`config.mk`:
```
export PLATFORM = sky130hd
export DESIGN_NAME = ptx_parallel_uart
export DESIGN_NICKNAME = d
export VERILOG_FILES = /design/src/rtl/ptx_pkg.sv /design/src/rtl/ptx_chan_fifo.sv /design/src/rtl/ptx_transpose.sv /design/src/rtl/ptx_bit_engine.sv /design/src/rtl/ptx_parallel_uart.sv
export SDC_FILE = /design/constraint.sdc
export NUM_CORES = 2
export LEC_CHECK = 0
export ABC_AREA = 1
export BUFFER_PORTS_ARGS = -buffer_cell sky130_fd_sc_hd__buf_2
export CORE_MARGIN = 5
export CORE_UTILIZATION = 60
export CTS_CLUSTER_DIAMETER = 50
export DETAILED_ROUTE_END_ITERATION = 10
export HOLD_SLACK_MARGIN = 0.02
export PLACE_DENSITY = 0.78
export SLEW_MARGIN = 10
export SYNTH_ARGS = -nofsm -noshare
export SYNTH_HDL_FRONTEND = slang
export SYNTH_SLANG_ARGS = --single-unit
```
`constraint.sdc`:
```
create_clock -name clk -period 7.6 [get_ports clk]
set_input_delay 1.52 -clock clk [delete_from_list [all_inputs] [get_ports clk]]
set_output_delay 1.52 -clock clk [all_outputs]
set_load 0.1 [all_outputs]
```
`src/rtl/ptx_pkg.sv`:
```
// Shared constants and types for the parallel serial transmitter.
// Assumes an 8-bit payload framed by one start bit and one stop bit.
package ptx_pkg;
    parameter int unsigned BYTE_W    = 8;
    localparam int unsigned FRAME_LEN = BYTE_W + 2;
    localparam int unsigned IDX_W     = $clog2(FRAME_LEN);
    localparam int unsigned SEL_W     = $clog2(BYTE_W);
    typedef logic [IDX_W-1:0] bit_idx_t;
endpackage

```
`src/rtl/ptx_chan_fifo.sv`:
```
// Per-channel byte queue. Writes to a full queue and reads from an empty
// queue are dropped. Assumes DEPTH >= 2. The head byte is shown while the
// queue is not empty.
module ptx_chan_fifo #(
    parameter int unsigned DEPTH = 8,
    parameter int unsigned W     = 8
) (
    input  logic         clk,
    input  logic         rst_n,
    input  logic         push,
    input  logic [W-1:0] din,
    input  logic         pop,
    output logic [W-1:0] dout,
    output logic         empty,
    output logic         full
);
    localparam int unsigned AW = $clog2(DEPTH);
    localparam int unsigned CW = AW + 1;

    logic [W-1:0]  mem [DEPTH];
    logic [AW-1:0] wp, rp;
    logic [CW-1:0] cnt;
    logic          do_push, do_pop;

    assign full    = (cnt == CW'(DEPTH));
    assign empty   = (cnt == '0);
    assign do_push = push && !full;
    assign do_pop  = pop && !empty;
    assign dout    = mem[rp];

    // Advance the pointers and the fill count.
    always_ff @(posedge clk) begin
        if (!rst_n) begin
            wp  <= '0;
            rp  <= '0;
            cnt <= '0;
        end else begin
            if (do_push) wp <= (wp == AW'(DEPTH - 1)) ? '0 : wp + 1'b1;
            if (do_pop)  rp <= (rp == AW'(DEPTH - 1)) ? '0 : rp + 1'b1;
            if (do_push && !do_pop)      cnt <= cnt + 1'b1;
            else if (do_pop && !do_push) cnt <= cnt - 1'b1;
        end
    end

    // Store an accepted byte.
    always_ff @(posedge clk) begin
        if (do_push) mem[wp] <= din;
    end
endmodule

```
`src/rtl/ptx_transpose.sv`:
```
// Bit-matrix transpose: word k of the output collects bit k of every
// channel byte. Pure wiring, no logic depth.
module ptx_transpose #(
    parameter int unsigned CH = 32,
    parameter int unsigned W  = 8
) (
    input  logic [CH-1:0][W-1:0] bytes_in,
    output logic [W-1:0][CH-1:0] slices_out
);
    for (genvar k = 0; k < W; k++) begin : g_word
        for (genvar n = 0; n < CH; n++) begin : g_bit
            assign slices_out[k][n] = bytes_in[n][k];
        end
    end
endmodule

```
`src/rtl/ptx_bit_engine.sv`:
```
// Frame engine. It holds the active slice set and the active channel mask,
// and counts bit periods on bit_tick. It takes the staged set on the tick
// that ends a stop bit, or on any tick while idle. Assumes bit_tick is a
// single-cycle pulse.
module ptx_bit_engine
    import ptx_pkg::*;
#(
    parameter int unsigned CH = 32
) (
    input  logic                      clk,
    input  logic                      rst_n,
    input  logic                      bit_tick,
    input  logic [BYTE_W-1:0][CH-1:0] stg_slices,
    input  logic [CH-1:0]             stg_mask,
    output logic                      load,
    output logic [CH-1:0]             tx_out,
    output logic [CH-1:0]             busy
);
    logic [BYTE_W-1:0][CH-1:0] cur;
    logic [CH-1:0]             active;
    logic                      running;
    bit_idx_t                  idx;
    logic [CH-1:0]             level;
    logic [SEL_W-1:0]          sel;

    assign load = bit_tick && (!running || idx == bit_idx_t'(FRAME_LEN - 1));
    assign sel  = SEL_W'(idx - bit_idx_t'(1));

    // Take a new frame at a boundary, otherwise step the bit index.
    always_ff @(posedge clk) begin
        if (!rst_n) begin
            cur     <= '0;
            active  <= '0;
            running <= 1'b0;
            idx     <= '0;
        end else if (load) begin
            cur     <= stg_slices;
            active  <= stg_mask;
            running <= |stg_mask;
            idx     <= '0;
        end else if (bit_tick && running) begin
            idx <= idx + 1'b1;
        end
    end

    // Pick the shared word for the current bit period.
    always_comb begin
        if (idx == '0)                                level = '0;
        else if (idx == bit_idx_t'(FRAME_LEN - 1))    level = '1;
        else                                          level = cur[sel];
    end

    // Lines outside the frame stay at the idle level.
    assign tx_out = running ? (level | ~active) : '1;
    assign busy   = running ? active : '0;
endmodule

```
`src/rtl/ptx_parallel_uart.sv`:
```
// Top level of the parallel transmitter: one queue per channel, a staging
// bank that collects one byte per enabled channel until the next frame
// starts, the transpose network, and the shared frame engine. Assumes the
// external baud generator spaces bit_tick pulses at least two cycles apart.
module ptx_parallel_uart
    import ptx_pkg::*;
#(
    parameter int unsigned NUM_CH     = 32,
    parameter int unsigned FIFO_DEPTH = 8
) (
    input  logic                     clk,
    input  logic                     rst_n,
    input  logic                     bit_tick,
    input  logic [NUM_CH-1:0]        ch_enable,
    input  logic [NUM_CH-1:0]        wr_en,
    input  logic [NUM_CH*BYTE_W-1:0] wr_data,
    output logic [NUM_CH-1:0]        buf_full,
    output logic [NUM_CH-1:0]        tx_pending,
    output logic [NUM_CH-1:0]        tx_busy,
    output logic [NUM_CH-1:0]        tx_out
);
    logic [NUM_CH-1:0][BYTE_W-1:0] head;
    logic [NUM_CH-1:0][BYTE_W-1:0] stg_bytes;
    logic [BYTE_W-1:0][NUM_CH-1:0] stg_slices;
    logic [NUM_CH-1:0]             stg_mask;
    logic [NUM_CH-1:0]             q_empty;
    logic [NUM_CH-1:0]             take;
    logic                          load;

    for (genvar n = 0; n < NUM_CH; n++) begin : g_ch
        ptx_chan_fifo #(
            .DEPTH (FIFO_DEPTH),
            .W     (BYTE_W)
        ) u_fifo (
            .clk   (clk),
            .rst_n (rst_n),
            .push  (wr_en[n]),
            .din   (wr_data[n*BYTE_W +: BYTE_W]),
            .pop   (take[n]),
            .dout  (head[n]),
            .empty (q_empty[n]),
            .full  (buf_full[n])
        );

        assign take[n] = !stg_mask[n] && !q_empty[n] && ch_enable[n] && !load;

        // Fill this channel's staging slot, and clear it when a frame starts.
        always_ff @(posedge clk) begin
            if (!rst_n) begin
                stg_mask[n]  <= 1'b0;
                stg_bytes[n] <= '0;
            end else if (load) begin
                stg_mask[n]  <= 1'b0;
            end else if (take[n]) begin
                stg_mask[n]  <= 1'b1;
                stg_bytes[n] <= head[n];
            end
        end
    end

    assign tx_pending = ~q_empty | stg_mask;

    ptx_transpose #(
        .CH (NUM_CH),
        .W  (BYTE_W)
    ) u_xpose (
        .bytes_in   (stg_bytes),
        .slices_out (stg_slices)
    );

    ptx_bit_engine #(
        .CH (NUM_CH)
    ) u_engine (
        .clk        (clk),
        .rst_n      (rst_n),
        .bit_tick   (bit_tick),
        .stg_slices (stg_slices),
        .stg_mask   (stg_mask),
        .load       (load),
        .tx_out     (tx_out),
        .busy       (tx_busy)
    );
endmodule

```
==> flow_summary_export.csv <==
group,metric,value,unit
run_status,status,"finished clean",
floorplan,placementRows,170,
floorplan,start_util,60.4,%
timing,fmax,159,MHz
timing,finalCriticalPeriod,6.30,ns
finish,layout_commonest_cell,"nand2_1",
finish,stdcell_area,144000,sq um
global_route,grt_max_degree,168,
cts,cts_resized,0,
global_route,antenna_found_initial,63,
floorplan,chipWidth,475,um
setup_path,start_kind,"flip-flop",
timing,setup_ws,1.30,ns
cts,path_clk_slew,0.06,ns
placement,io_buffer_count,450,
timing,finalSetupViolations,0,
floorplan,fp.dieArea,226000,sq um
floorplan,io_pins,451,
setup_path,worstSetupStartpoint,"u_engine.idx[0]",
route,drt_iter0_drc,9424,
cts,post_cts_buffers,0,
finish,final.fill_count,15923,
route,routed-via-count,94703,
route,drt_pre_antenna_iters,8,
hold_path,hold_path_end,"stg_bytes[124]",
global_route,grt_pass1_wl,486,mm
placement,pre_cts_slack,2.21,ns
finish,layout-area-overhead-vs-synth,11.0,%
flow_run,cap_violations,0,
timing,tightest_slew,1.15,ns
cts,cts_hold_buf,0,
setup_path,r2r_start,"u_engine.idx[1]",
power_and_ir_drop,p_per_area,340,nW/um^2
floorplan,core,215000,sq um
synth,ys_seq_area_share,61.3,%
cts,cts.path.max_buffers,4,
route,ant_nets,0,
cts,clk_latency,0.96,ns
hold_path,hold_depth,2,
route,wl,315,mm
setup_path,worstPathMaxFanout,62,
timing,period_share,82.9,%
setup_path,end_kind,"output port",
hold_path,hp-class,"reg2reg",
synth,yosysTopAreaCell,"edfxtp_1",
synth,mappedNetlistArea,130000,sq um
cts,htree_num_levels,5,
global_route,grt_usage,27.3,%
setup_path,required,6.08,ns
synth,synth_area_per_cell,9.09,sq um
finish,final_cell_mix,"3,225 x nand2_1, 2,619 x inv_1, 2,157 x nand3_1, 2,048 x edfxtp_1, 1,171 x nor2_1",
synth,ys_types,28,
timing,rsz0062_at_grt,"false",
hold_path,hp-start,"stg_bytes[124]",
setup_path,r2r_end,"g_ch[31].u_fifo.cnt[3]",
cts,cts_tree,"built",
placement,placed_area,133000,sq um
finish,nets,15019,
route,wl_per_cell,17.9,um
cts,cts_root_buf,"clkbuf_16",
global_route,grt_pass1_vias,88654,
synth,yosys-top-cells-area,"edfxtp_1 47%, dfxtp_1 14%, nand2_1 9.3%",
global_route,grt_overflow,0,
synth,yosysWarnings,0,
timing,final-max-slew-violation-count,0,
route,routed_via_density,5.38,
timing,finClkSkew,0.0864,ns
power_and_ir_drop,ir_worst_vdd,0.361,mV
cts,cts.sinks,2949,
synth,syn-instance-count,14281,
finish,drive_gt1_share,7.21,%
floorplan,die_y,475,um
setup_path,arrival,4.78,ns
setup_path,r2r_setup_slack,3.15,ns
setup_path,reg2reg_depth,16,
synth,ys_seq_elements,2949,
setup_path,path_class,"reg2out",
synth,syn-num-nets,14863,
timing,relSlewSlack,23.1,%
timing,hold_viol,0,
timing,final.setup.tns,0,ns
placement,place_congestion,0.856,
power_and_ir_drop,leakage,63.5,nW
synth,synth_top_area_share,47.4,%
placement,dp_hpwl,204,mm
route,route.detailed.drc,0,
cts,numCtsBuffers,327,
-- sequential cells by signal, summed over array words and instances (netlist names) --
signal / count
g_ch.u_fifo.cnt: 128
g_ch.u_fifo.wp: 96
stg_bytes: 256
g_ch.u_fifo.rp: 96
u_engine.cur: 256
g_ch.u_fifo.mem: 2048
u_engine.running: 1
u_engine.idx: 4
stg_mask: 32
u_engine.active: 32
-- worst max-delay path, stage by stage, from the launching register on --
cell and delay [ns]:
dfxtp_4 0.36, inv_6 0.33, ha_4 0.25, xnor2_2 0.10, buf_4 0.56, clkinv_2 0.92
nand3_1 0.27, nand3_1 0.46, nand2_1 0.19, nand2_1 0.07, buf_2 0.29
-- per-layer routing --
metal	global-route usage, %	vias to the layer above	wire length, um
li1	-	46007	-
met1	36.9	44231	128000
met2	43.3	3780	145000
met3	5.38	659	28300
met4	12.1	26	13700
met5	0	-	161
-- stage by stage --
stage                     utilization, %  hold WS, ns  power, mW  instances
after floorplan                        -        0.440       30.1      14281
after global placement              62.0        0.450       33.1      16946
after detailed placement            62.0        0.452       33.4      16946
after CTS                           67.0        0.462       49.0      17528
after global routing                67.0        0.481       51.5      17554
final                               67.0        0.461       49.0      17592
-- logic make-up after synthesis --
| group | share of synthesized area (%) |
|---|---|
| compound gates | 3.97 |
| xor+xnor | 0.668 |
| fa+ha+maj | 2.68 |
| buf+inv | 9.85 |
| flops | 61.3 |
| simple gates | 21.5 |
-- synth_stat cells, drive strengths merged --
master and number:
nand2 3228, a21oi 537, and3 32, xor2 98, nor2 1171, clkbuf 437
buf 240, or2 32, nand3 2176, nand4 2, xnor2 1, o21ai 493
nor3 1, fa 32, inv 2625, dfxtp 901, edfxtp 2048, ha 227
-- power by group --
group          total, mW  switching, mW  internal [mW]  leakage (nW)
Sequential          20.5           1.51           19.0          26.0
Combinational       12.9           9.21           3.64          32.3
Clock               15.6           6.32           9.28          5.19
-- area by class of cell --
class,count,area [sq um],area share (%)
repair buffers,504,2750,1.91
inverters,2625,9880,6.86
multi-input cells,8030,37500,26.0
diodes,64,160,0.111
clock inverters,149,1580,1.09
flip-flops and latches,2949,79500,55.2
well taps,2838,3550,2.47
clock buffers,433,9090,6.31
-- how the worst max path moves through the flow --
stage,endpoint,slack [ns],depth (start not counted)
final,tx_out[27],1.30,10
after global routing,tx_out[31],1.14,10
after CTS,tx_out[27],1.19,10
after detailed placement,tx_out[27],2.21,10
after global placement,tx_out[27],2.21,10
after floorplan,tx_out[0],3.58,10
(Power assumes the default switching activity.)
